## config.mk

```make
export PLATFORM = sky130hd
export DESIGN_NAME = polyMulModP
export DESIGN_NICKNAME = d
export VERILOG_FILES = /design/src/rtl/polyMulPkg.sv /design/src/rtl/polyMulModMul.sv /design/src/rtl/polyMulCtrl.sv /design/src/rtl/polyMulDatapath.sv /design/src/rtl/polyMulModP.sv
export SDC_FILE = /design/constraint.sdc
export NUM_CORES = 1
export LEC_CHECK = 0
export ABC_AREA = 1
export BUFFER_PORTS_ARGS = -buffer_cell sky130_fd_sc_hd__buf_2
export CORE_MARGIN = 4
export CORE_UTILIZATION = 58
export DETAILED_ROUTE_END_ITERATION = 6
export GPL_TIMING_DRIVEN = 0
export PLACE_DENSITY_LB_ADDON = 0.2
export SLEW_MARGIN = 10
export SYNTH_ARGS = -nofsm -noshare
export SYNTH_HDL_FRONTEND = slang
export SYNTH_SLANG_ARGS = --single-unit
```

## constraint.sdc

```tcl
create_clock -name clk -period 10 [get_ports clk]
set_input_delay 1 -clock clk [delete_from_list [all_inputs] [get_ports clk]]
set_output_delay 1 -clock clk [all_outputs]
set_load 0.02 [all_outputs]
```

## src/rtl/polyMulPkg.sv

```systemverilog
package polyMulPkg;

  // Strobes from the sequencer to the datapath
  typedef struct packed {
    logic load;   // capture a, clear accumulator
    logic step;   // one Horner step
  } polyCtrlT;

  typedef enum logic [0:0] {
    ST_IDLE = 1'b0,
    ST_RUN  = 1'b1
  } polyStateT;

endpackage

```

## src/rtl/polyMulModMul.sv

```systemverilog
module polyMulModMul #(
  parameter int M = 4,
  parameter int P = 13
) (
  input  logic [M-1:0] x,
  input  logic [M-1:0] y,
  output logic [M-1:0] prodMod
);
  localparam int W = 2 * M;
  localparam logic [W-1:0] PW = W'(P);

  logic [W-1:0] prodFull;

  always_comb begin
    prodFull = W'(x) * W'(y);
    prodMod  = M'(prodFull % PW);
  end
endmodule

```

## src/rtl/polyMulCtrl.sv

```systemverilog
module polyMulCtrl
  import polyMulPkg::*;
#(
  parameter int N = 4
) (
  input  logic     clk,
  input  logic     rstN,
  input  logic     start,
  output polyCtrlT ctrl,
  output logic     busy,
  output logic     done
);
  localparam int CW = (N > 1) ? $clog2(N) : 1;
  localparam logic [CW-1:0] LAST = CW'(N - 1);

  polyStateT     state;
  logic [CW-1:0] stepCnt;
  logic          lastStep;

  always_comb begin
    lastStep  = (state == ST_RUN) && (stepCnt == LAST);
    ctrl.load = (state == ST_IDLE) && start;
    ctrl.step = (state == ST_RUN);
    busy      = (state == ST_RUN);
  end

  always_ff @(posedge clk) begin
    if (!rstN) begin
      state   <= ST_IDLE;
      stepCnt <= '0;
      done    <= 1'b0;
    end else begin
      done <= lastStep;
      unique case (state)
        ST_IDLE: if (start) begin
          state   <= ST_RUN;
          stepCnt <= '0;
        end
        ST_RUN: begin
          if (lastStep) state <= ST_IDLE;
          stepCnt <= stepCnt + CW'(1);
        end
        default: state <= ST_IDLE;
      endcase
    end
  end

  // done is a single-cycle pulse
  assert_done_pulse_R2: assert property (@(posedge clk) disable iff (!rstN)
    done |=> !done);

  // an accepted start makes the block busy
  assert_load_busy_R6: assert property (@(posedge clk) disable iff (!rstN)
    ctrl.load |=> busy);

  // load and step never coincide
  assert_strobe_excl_R6: assert property (@(posedge clk) disable iff (!rstN)
    $onehot0({ctrl.load, ctrl.step}));

  // start while busy does not disturb the step sequence
  assert_start_ignored_R5: assert property (@(posedge clk) disable iff (!rstN)
    (busy && start && !lastStep) |=> (busy && stepCnt == $past(stepCnt) + CW'(1)));
endmodule

```

## src/rtl/polyMulDatapath.sv

```systemverilog
module polyMulDatapath
  import polyMulPkg::*;
#(
  parameter int N = 4,
  parameter int M = 4,
  parameter int P = 13
) (
  input  logic          clk,
  input  logic          rstN,
  input  polyCtrlT      ctrl,
  input  logic [N*M-1:0] aIn,
  input  logic [N*M-1:0] bIn,
  input  logic [N*M-1:0] rIn,
  output logic [N*M-1:0] zOut
);
  localparam int SW = M + 2;
  localparam logic [SW-1:0] PS = SW'(P);
  localparam logic [M-1:0]  PM = M'(P);

  logic [N*M-1:0] aReg;
  logic [N*M-1:0] zReg;
  logic [N*M-1:0] zNext;
  logic [M-1:0]   aCur;
  logic [M-1:0]   zTop;

  assign aCur = aReg[(N-1)*M +: M];
  assign zTop = zReg[(N-1)*M +: M];
  assign zOut = zReg;

  for (genvar j = 0; j < N; j++) begin : g_cell
    logic [M-1:0]  zPrev;
    logic [M-1:0]  foldTerm;
    logic [M-1:0]  mulTerm;
    logic [SW-1:0] sumRaw;
    logic [SW-1:0] sumOnce;
    logic [SW-1:0] sumTwice;

    if (j == 0) begin : g_low
      assign zPrev = '0;
    end else begin : g_up
      assign zPrev = zReg[(j-1)*M +: M];
    end

    polyMulModMul #(.M(M), .P(P)) u_fold (
      .x(zTop), .y(rIn[j*M +: M]), .prodMod(foldTerm)
    );
    polyMulModMul #(.M(M), .P(P)) u_mul (
      .x(aCur), .y(bIn[j*M +: M]), .prodMod(mulTerm)
    );

    always_comb begin
      sumRaw   = SW'(zPrev) + SW'(foldTerm) + SW'(mulTerm);
      sumOnce  = (sumRaw  >= PS) ? sumRaw  - PS : sumRaw;
      sumTwice = (sumOnce >= PS) ? sumOnce - PS : sumOnce;
      zNext[j*M +: M] = sumTwice[M-1:0];
    end

    // each accumulator coefficient stays a reduced residue
    assert_coef_range_R1: assert property (@(posedge clk) disable iff (!rstN)
      zReg[j*M +: M] < PM);
  end

  always_ff @(posedge clk) begin
    if (!rstN) begin
      aReg <= '0;
      zReg <= '0;
    end else if (ctrl.load) begin
      aReg <= aIn;
      zReg <= '0;
    end else if (ctrl.step) begin
      aReg <= {aReg[(N-1)*M-1:0], aReg[N*M-1 -: M]};
      zReg <= zNext;
    end
  end

  // accumulator is zero right after a load
  assert_clear_R4: assert property (@(posedge clk) disable iff (!rstN)
    ctrl.load |=> (zOut == '0));

  // the highest-degree coefficient of a is presented first
  assert_msb_first_R8: assert property (@(posedge clk) disable iff (!rstN)
    ctrl.load |=> (aCur == $past(aIn[(N-1)*M +: M])));

  // accumulator is frozen when no strobe is active
  assert_hold_R9: assert property (@(posedge clk) disable iff (!rstN)
    (!ctrl.load && !ctrl.step) |=> $stable(zOut));
endmodule

```

## src/rtl/polyMulModP.sv

```systemverilog
module polyMulModP
  import polyMulPkg::*;
#(
  parameter int N = 4,
  parameter int M = 4,
  parameter int P = 13
) (
  input  logic           clk,
  input  logic           rstN,
  input  logic           start,
  input  logic [N*M-1:0] aIn,
  input  logic [N*M-1:0] bIn,
  input  logic [N*M-1:0] rIn,
  output logic           busy,
  output logic           done,
  output logic [N*M-1:0] zOut
);
  polyCtrlT ctrl;

  polyMulCtrl #(.N(N)) u_ctrl (
    .clk(clk), .rstN(rstN), .start(start),
    .ctrl(ctrl), .busy(busy), .done(done)
  );

  polyMulDatapath #(.N(N), .M(M), .P(P)) u_dp (
    .clk(clk), .rstN(rstN), .ctrl(ctrl),
    .aIn(aIn), .bIn(bIn), .rIn(rIn), .zOut(zOut)
  );
endmodule

```

==> results of run 1 <==
==> sequential cells by signal (all words and copies together) (netlist names) <==
| register | count |
|---|---|
| u_dp.aReg | 16 |
| u_ctrl.done | 1 |
| u_dp.zOut | 16 |
| u_ctrl.stepCnt | 2 |
| u_ctrl.busy | 1 |
==> layout make-up <==
type                       count  area (µm²)  share of cell area (%)
clock buffer                   5         125                    1.01
multi-input combinational   1489        9260                    74.8
timing repair buffer          67         335                    2.71
sequential                    36         721                    5.83
clock inverter                 3        90.1                   0.728
tap                          265         332                    2.68
inverter                     378        1420                    11.5
buffer                        23        91.3                   0.738
==> power by group through the flow <==
stage	registers, mW	logic, mW	clock network (mW)
2_1_floorplan	0.200	3.07	0
3_3_place_gp	0.187	3.58	0
3_5_place_dp	0.187	3.69	0
4_1_cts	0.185	3.73	0.234
5_1_grt	0.190	4.30	0.239
6_report	0.187	3.73	0.232
==> placed cells by master, fill, tap and decap left out, types with 5 or more instances in the layout <==
master	n
sky130_fd_sc_hd__buf_2	67
sky130_fd_sc_hd__ha_1	164
sky130_fd_sc_hd__o211ai_1	8
sky130_fd_sc_hd__a21oi_1	55
sky130_fd_sc_hd__nand3_2	11
sky130_fd_sc_hd__inv_2	7
sky130_fd_sc_hd__dfxtp_1	36
sky130_fd_sc_hd__xnor2_1	29
sky130_fd_sc_hd__nand4_1	15
sky130_fd_sc_hd__o21ai_1	23
sky130_fd_sc_hd__or2_1	6
sky130_fd_sc_hd__nand2_2	50
sky130_fd_sc_hd__nor2_1	82
sky130_fd_sc_hd__nand3_1	173
sky130_fd_sc_hd__nor2_2	10
sky130_fd_sc_hd__xor2_1	50
sky130_fd_sc_hd__clkbuf_16	5
sky130_fd_sc_hd__clkbuf_1	17
sky130_fd_sc_hd__o2111ai_1	7
sky130_fd_sc_hd__nand3b_1	30
sky130_fd_sc_hd__fa_1	39
sky130_fd_sc_hd__inv_1	369
sky130_fd_sc_hd__xor2_2	5
sky130_fd_sc_hd__nand2_1	633
sky130_fd_sc_hd__o21ai_0	41
==> logic make-up (layout without fill, tap and decap cells) <==
family | after synthesis | in the layout | synth area share (%)
adders and majority gates | 203 | 203 | 24.7
and+or+nand+nor | 1030 | 1030 | 39.9
AOI/OAI and AO/OA | 171 | 171 | 9.21
xor gates and xnor gates | 84 | 84 | 6.73
DFF | 36 | 36 | 6.27
muxes | 1 | 1 | 0.0871
buffers and inverters | 403 | 476 | 13.2
==> layer usage <==
metal / vias to the layer above / GRT usage (%)
met3: 27 / 1.91
li1: 6186 / -
met5: - / 0
met2: 138 / 41.0
met1: 5168 / 28.4
met4: 0 / 4.49
==> per-stage QoR <==
step	instances	area [µm²]	setup WS, ns	hold WS, ns	util, %
final	2266	12400	1.03	0.471	63.6
after floorplan	1928	11500	1.69	0.433	-
after global routing	2266	12400	0.0443	0.507	63.6
after detailed placement	2260	12200	0.705	0.458	62.5
after global placement	2260	12200	0.930	0.453	62.5
after CTS	2268	12400	0.664	0.471	63.6
==> worst min-delay path, stage by stage, from the launching register on <==
cell	delay, ns
sky130_fd_sc_hd__dfxtp_1	0.31
sky130_fd_sc_hd__nand2_1	0.06
sky130_fd_sc_hd__a21oi_1	0.05
==> worst paths after layout <==
path                                        start           endpoint  slack [ns]  depth (start not counted)
worst max-delay path                u_dp.zOut[12]      u_dp.zOut[11]        1.03                         55
worst min register to register  u_ctrl.stepCnt[1]  u_ctrl.stepCnt[1]        0.47                          2
worst min-delay path            u_ctrl.stepCnt[1]  u_ctrl.stepCnt[1]        0.47                          2
worst max register to register      u_dp.zOut[12]      u_dp.zOut[11]        1.03                         55
==> timing repair <==
action	4_1_cts	5_1_grt
resized for setup	0	8
endpoints found under the setup margin	0	4
endpoints found under the hold margin	0	0
==> PnR_summary.wiki, run 1 <==
{| class="wikitable"
! Metric !! Value
|-
| Half-perimeter wire length of the detailed placement result || 20700 µm
|-
| Internal power consumption || 1.77 mW
|-
| Effective utilization at floorplan || 59.0%
|-
| 1st-iter DRT viols || 362
|-
| Critical path's largest stage delay || 0.55 ns
|-
| Total clock buffers created by CTS || 5
|-
| Setup repair after global routing missed its margin || no
|-
| Clock tree from TritonCTS || yes
|-
| Leak pwr || 7.95 nW
|-
| Layout Nets || 2254
|-
| Switching power total || 2.37 mW
|-
| Largest net degree at the start of global routing || 13
|-
| Sequential fraction of the synthesis area || 6.27%
|-
| Residual DRC || 0
|-
| Worst-path fanout max || 10
|-
| Seq cells post-synth || 36
|-
| Area share of the largest cell type after synthesis || between 20 and 25%
|-
| Die Y-Extent || 149 µm
|-
| WL met3 || roughly 700 µm
|-
| Iteration count of the initial detailed-routing pass || 5
|-
| Buffers & Inverters on Critical Path || 11
|-
| Post-Syn Instances || 1928
|-
| Row Count || 51
|-
| Global-route congestion overflow total || 0
|-
| Worst slew margin || 59.1%
|-
| Detail-routed via count per cell || 5.08
|-
| Run status || finished clean
|-
| I/O pin total || 69
|-
| Worst path slowest cell || sky130_fd_sc_hd__fa_1
|-
| Fill cell instance count of the final layout || 1886
|-
| Clock sinks || 36
|-
| H-tree levels || 2
|-
| Power, Total || 4.14 mW
|-
| Crit path capture type || flip-flop
|-
| Share of async-settable or async-resettable flops after synthesis || 0%
|-
| Total of endpoints with negative setup slack in the final report || 0
|-
| Post-DRT Antenna Nets || 0
|-
| Max VDD drop || 0.000373 V
|-
| Layout cell share with drive strength beyond 1 || 9.45%
|-
| Cell taking the most area after synthesis || sky130_fd_sc_hd__nand2_1
|-
| Sw frac || between 50 and 60%
|-
| Antenna cell count || 0
|-
| Synth Warn # || 0
|-
| Number of synthesized flops with an enable pin || 0
|-
| Total of buffers placed on input and output ports || 67
|-
| Maximum Capacitance Violations || 0
|-
| CTS hold repair buffers || 0
|-
| Setup bufs post-CTS || 0
|-
| GRT Total Usage || between 20% and 30%
|-
| Die Width || 149 µm
|-
| Worst min path class || reg2reg
|-
| Startpoint Class || flip-flop
|-
| First-pass GRT wire length || 43400 µm
|-
| Actual transition at the worst max-transition pin || approximately 0.61 ns
|-
| Final routed wirelength across all metal layers || 24300 µm
|-
| Setup TNS Final || 0 ns
|-
| Max-slew violation total from the final report || 0
|-
| Setup skew after layout || 0.00768 ns
|-
| Most common library cells after synthesis || sky130_fd_sc_hd__nand2_1 (633), sky130_fd_sc_hd__inv_1 (369), sky130_fd_sc_hd__nand3_1 (173)
|-
| Most frequent cell after synthesis || sky130_fd_sc_hd__nand2_1
|-
| CTS clock-pin slew for the worst setup and hold paths || 0.06 ns
|-
| Crit path kind || reg2reg
|-
| Family with the most delay on the worst path || adder cells
|-
| Portion of total power attributed to combinational logic || around nine tenths
|-
| Floorplan die area || 0.0221 mm²
|-
| Highest attainable clock frequency || 111 MHz
|-
| Highest routed layer || met4
|-
| Clk buf depth || 2
|-
| Time the final worst path needs with I/O delays and setup || roughly 9.0 ns
|-
| Netlist area before placement || 0.0115 mm²
|-
| Leading post-synthesis cells by cell area || sky130_fd_sc_hd__nand2_1 (21%), sky130_fd_sc_hd__ha_1 (18%), sky130_fd_sc_hd__inv_1 (12%), sky130_fd_sc_hd__nand3_1 (7.5%), sky130_fd_sc_hd__fa_1 (6.8%)
|-
| Sum of routed wire segments on met1 || 11400 µm
|-
| GPL Wtd Cong || 0.891
|-
| Insertion delay of the later-clocked pin in the worst-skew pair || ~0.29 ns
|-
| Portion of the clock cycle consumed by the worst path in the final layout || 89.7%
|-
| Detailed-route wire length per cell || 10.7 µm
|-
| Cell mode on critical path || sky130_fd_sc_hd__nand2_1
|-
| Synthesized area per cell || 5.96 µm²
|-
| Total nets after synthesis || 2182
|-
| Part of the power in registers || about 4.5%
|-
| PwrDens || ~340 mW/mm²
|-
| Total core area || 0.0195 mm²
|-
| Met2 routed wirelength || 11800 µm
|-
| Dominant synthesized flop cell || sky130_fd_sc_hd__dfxtp_1
|-
| Layout area overhead || 7.66%
|-
| CP required || 10.18 ns
|-
| Number of distinct library cells after synthesis || 52
|-
| Count of final hold-check violations || 0
|-
| Arrival time at the worst endpoint || 9.15 ns
|-
| Number of global-route vias before repair || 10660
|-
| Fraction of power consumed by the clock network || 5.6%
|-
| Number of antenna violations at the first check in global routing || 0
|-
| Vias || 11519
|-
| Buffer cell driving the clock tree root || sky130_fd_sc_hd__clkbuf_16
|}
No activity file was read; power rests on OpenSTA's default activity.
==> run 2: changes to the inputs <==
Settings changed: PLACE_DENSITY from default to 0.8, PLACE_DENSITY_LB_ADDON 0.2 to default.
==> PnR_summary.wiki, run 2 (synthesized netlist as in run 1, its figures left out) <==
{| class="wikitable"
! Metric !! Value
|-
| Run status || finished clean
|-
| Portion of the clock cycle consumed by the worst path in the final layout || 90.6%
|-
| Most frequent cells in the layout || sky130_fd_sc_hd__nand2_1 (633), sky130_fd_sc_hd__inv_1 (369), sky130_fd_sc_hd__nand3_1 (173)
|-
| Effective utilization at floorplan || 59.0%
|-
| Worst min path class || reg2reg
|-
| Time the final worst path needs with I/O delays and setup || around 9.1 ns
|-
| Critical path's largest stage delay || ~0.55 ns
|-
| Buffer cell driving the clock tree root || sky130_fd_sc_hd__clkbuf_16
|-
| Setup skew after layout || just over 0.006 ns
|-
| Half-perimeter wire length of the detailed placement result || 20700 µm
|-
| Clock sinks || 36
|-
| Layout Nets || 2256
|-
| Startpoint Class || flip-flop
|-
| Die Y-Extent || 149 µm
|-
| Total of endpoints with negative setup slack in the final report || 0
|-
| Residual DRC || 0
|-
| Leading cell type in the layout, fill and taps excluded || sky130_fd_sc_hd__nand2_1
|-
| Total of buffers placed on input and output ports || 67
|-
| Worst-path fanout max || 10
|-
| First-pass GRT wire length || around 44000 µm
|-
| Total clock buffers created by CTS || 5
|-
| Global-route congestion overflow total || 0
|-
| Cell mode on critical path || sky130_fd_sc_hd__nand2_1
|-
| Number of global-route vias before repair || 10911
|-
| Clk buf depth || 2
|-
| Power, Total || 4.13 mW
|-
| Total placed instance area || 0.0122 mm²
|-
| H-tree levels || 2
|-
| GRT Total Usage || 22.5%
|-
| CTS hold repair buffers || 0
|-
| CTS clock-pin slew for the worst setup and hold paths || 0.06 ns
|-
| Crit path kind || reg2reg
|-
| Detail-routed via count per cell || between 5 and 6
|-
| Iteration count of the initial detailed-routing pass || 7
|-
| Fill cell instance count of the final layout || 1840
|-
| Max VDD drop || between 0.0003 and 0.0004 V
|-
| PwrDens || roughly 340 mW/mm²
|-
| Post-DRT Antenna Nets || 0
|-
| Final instance area || 0.0123 mm²
|-
| Number of antenna violations at the first check in global routing || 0
|-
| Largest net degree at the start of global routing || 14
|-
| Detailed-route wire length per cell || 10.8 µm
|-
| Clock tree from TritonCTS || yes
|-
| Die Width || 149 µm
|-
| Layout area overhead || 7.37%
|-
| CP required || 10.18 ns
|-
| Arrival time at the worst endpoint || between 9 and 10 ns
|-
| Final routed wirelength across all metal layers || 24500 µm
|-
| Leak pwr || 7.94 nW
|-
| Row Count || 51
|-
| Total core area || roughly 0.02 mm²
|-
| Maximum Capacitance Violations || 0
|-
| Max-slew violation total from the final report || 0
|-
| Layout cell share with drive strength beyond 1 || 9.59%
|-
| I/O pin total || 69
|-
| Buffers & Inverters on Critical Path || 11
|-
| Highest attainable clock frequency || around 110 MHz
|-
| Actual transition at the worst max-transition pin || 0.672 ns
|-
| Setup repair after global routing missed its margin || no
|-
| Floorplan die area || 0.0221 mm²
|-
| Insertion delay of the later-clocked pin in the worst-skew pair || a little under 0.3 ns
|-
| Count of final hold-check violations || 0
|-
| Worst slew margin || 55.0%
|-
| Worst path slowest cell || sky130_fd_sc_hd__fa_1
|-
| GPL Wtd Cong || roughly 0.85
|-
| Family with the most delay on the worst path || adder cells
|-
| Antenna cell count || 0
|-
| Setup TNS Final || 0 ns
|-
| Vias || around 12000
|-
| 1st-iter DRT viols || just under 500
|-
| Crit path capture type || flip-flop
|}
run 2: power by group:
| group | internal, mW | total [mW] | switching [mW] |
|---|---|---|---|
| logic | 1.44 | 3.76 | 2.32 |
| clock network | 0.119 | 0.186 | 0.0678 |
| registers | 0.167 | 0.185 | 0.0179 |
run 2: stage by stage:
| stage | instances | utilization, % | setup slack (ns) | hold WS [ns] |
|---|---|---|---|---|
| final | 2268 | 63.4 | 0.944 | 0.473 |
| after global routing | 2268 | 63.4 | 0.00378 | 0.507 |
| after CTS | 2268 | 63.3 | 0.756 | 0.477 |
| after detailed placement | 2260 | 62.5 | 0.760 | 0.467 |
| after global placement | 2260 | 62.5 | 0.954 | 0.454 |
| after floorplan | 1928 | - | 1.69 | 0.433 |
run 2: worst paths after layout:
| check | startpoint | cells past startpoint | end | slack (ns) |
|---|---|---|---|---|
| max | u_dp.zOut[14] | 55 | u_dp.zOut[11] | 0.94 |
| min | u_ctrl.stepCnt[1] | 2 | u_ctrl.stepCnt[1] | 0.47 |
| max reg2reg | u_dp.zOut[14] | 55 | u_dp.zOut[11] | 0.94 |
| min reg2reg | u_ctrl.stepCnt[1] | 2 | u_ctrl.stepCnt[1] | 0.47 |
run 2: area by class of cell:
class / count / area [µm²] / area share, %
sequential: 36 / 721 / 5.84
inverter: 378 / 1420 / 11.5
clock inverter: 3 / 46.3 / 0.375
tap: 265 / 332 / 2.69
timing repair buffer: 67 / 335 / 2.72
clock buffer: 5 / 125 / 1.01
buffer: 25 / 103 / 0.832
multi-input combinational: 1489 / 9260 / 75.0
run 2: worst register-to-register path, delay by kind of cell, from the launching register on:
family,cells,cell delay [ns]
buffers and inverters,11,1.28
XOR/XNOR,4,0.83
flip-flops,1,0.35
adder cells (fa/ha/maj),8,2.77
AO/OA/AOI/OAI,10,1.52
AND/OR/NAND/NOR,22,2.17
run 2: repair_timing:
| item | CTS | global route |
|---|---|---|
| endpoints found under the setup margin | 0 | 7 |
| gates resized for setup | 0 | 14 |
| buffers inserted | 0 | 0 |
run 2: routing by layer:
layer | share of wire [%] | global-route usage [%] | wire [µm] | vias to the layer above
met2 | 50 | 42.3 | 12300 | 123
met1 | 46 | 28.2 | 11200 | 5226
li1 | - | - | - | 6183
met4 | 1.2 | 4.90 | 295 | 0
met5 | 0 | 0 | 0 | -
met3 | 2.7 | 1.70 | 651 | 23
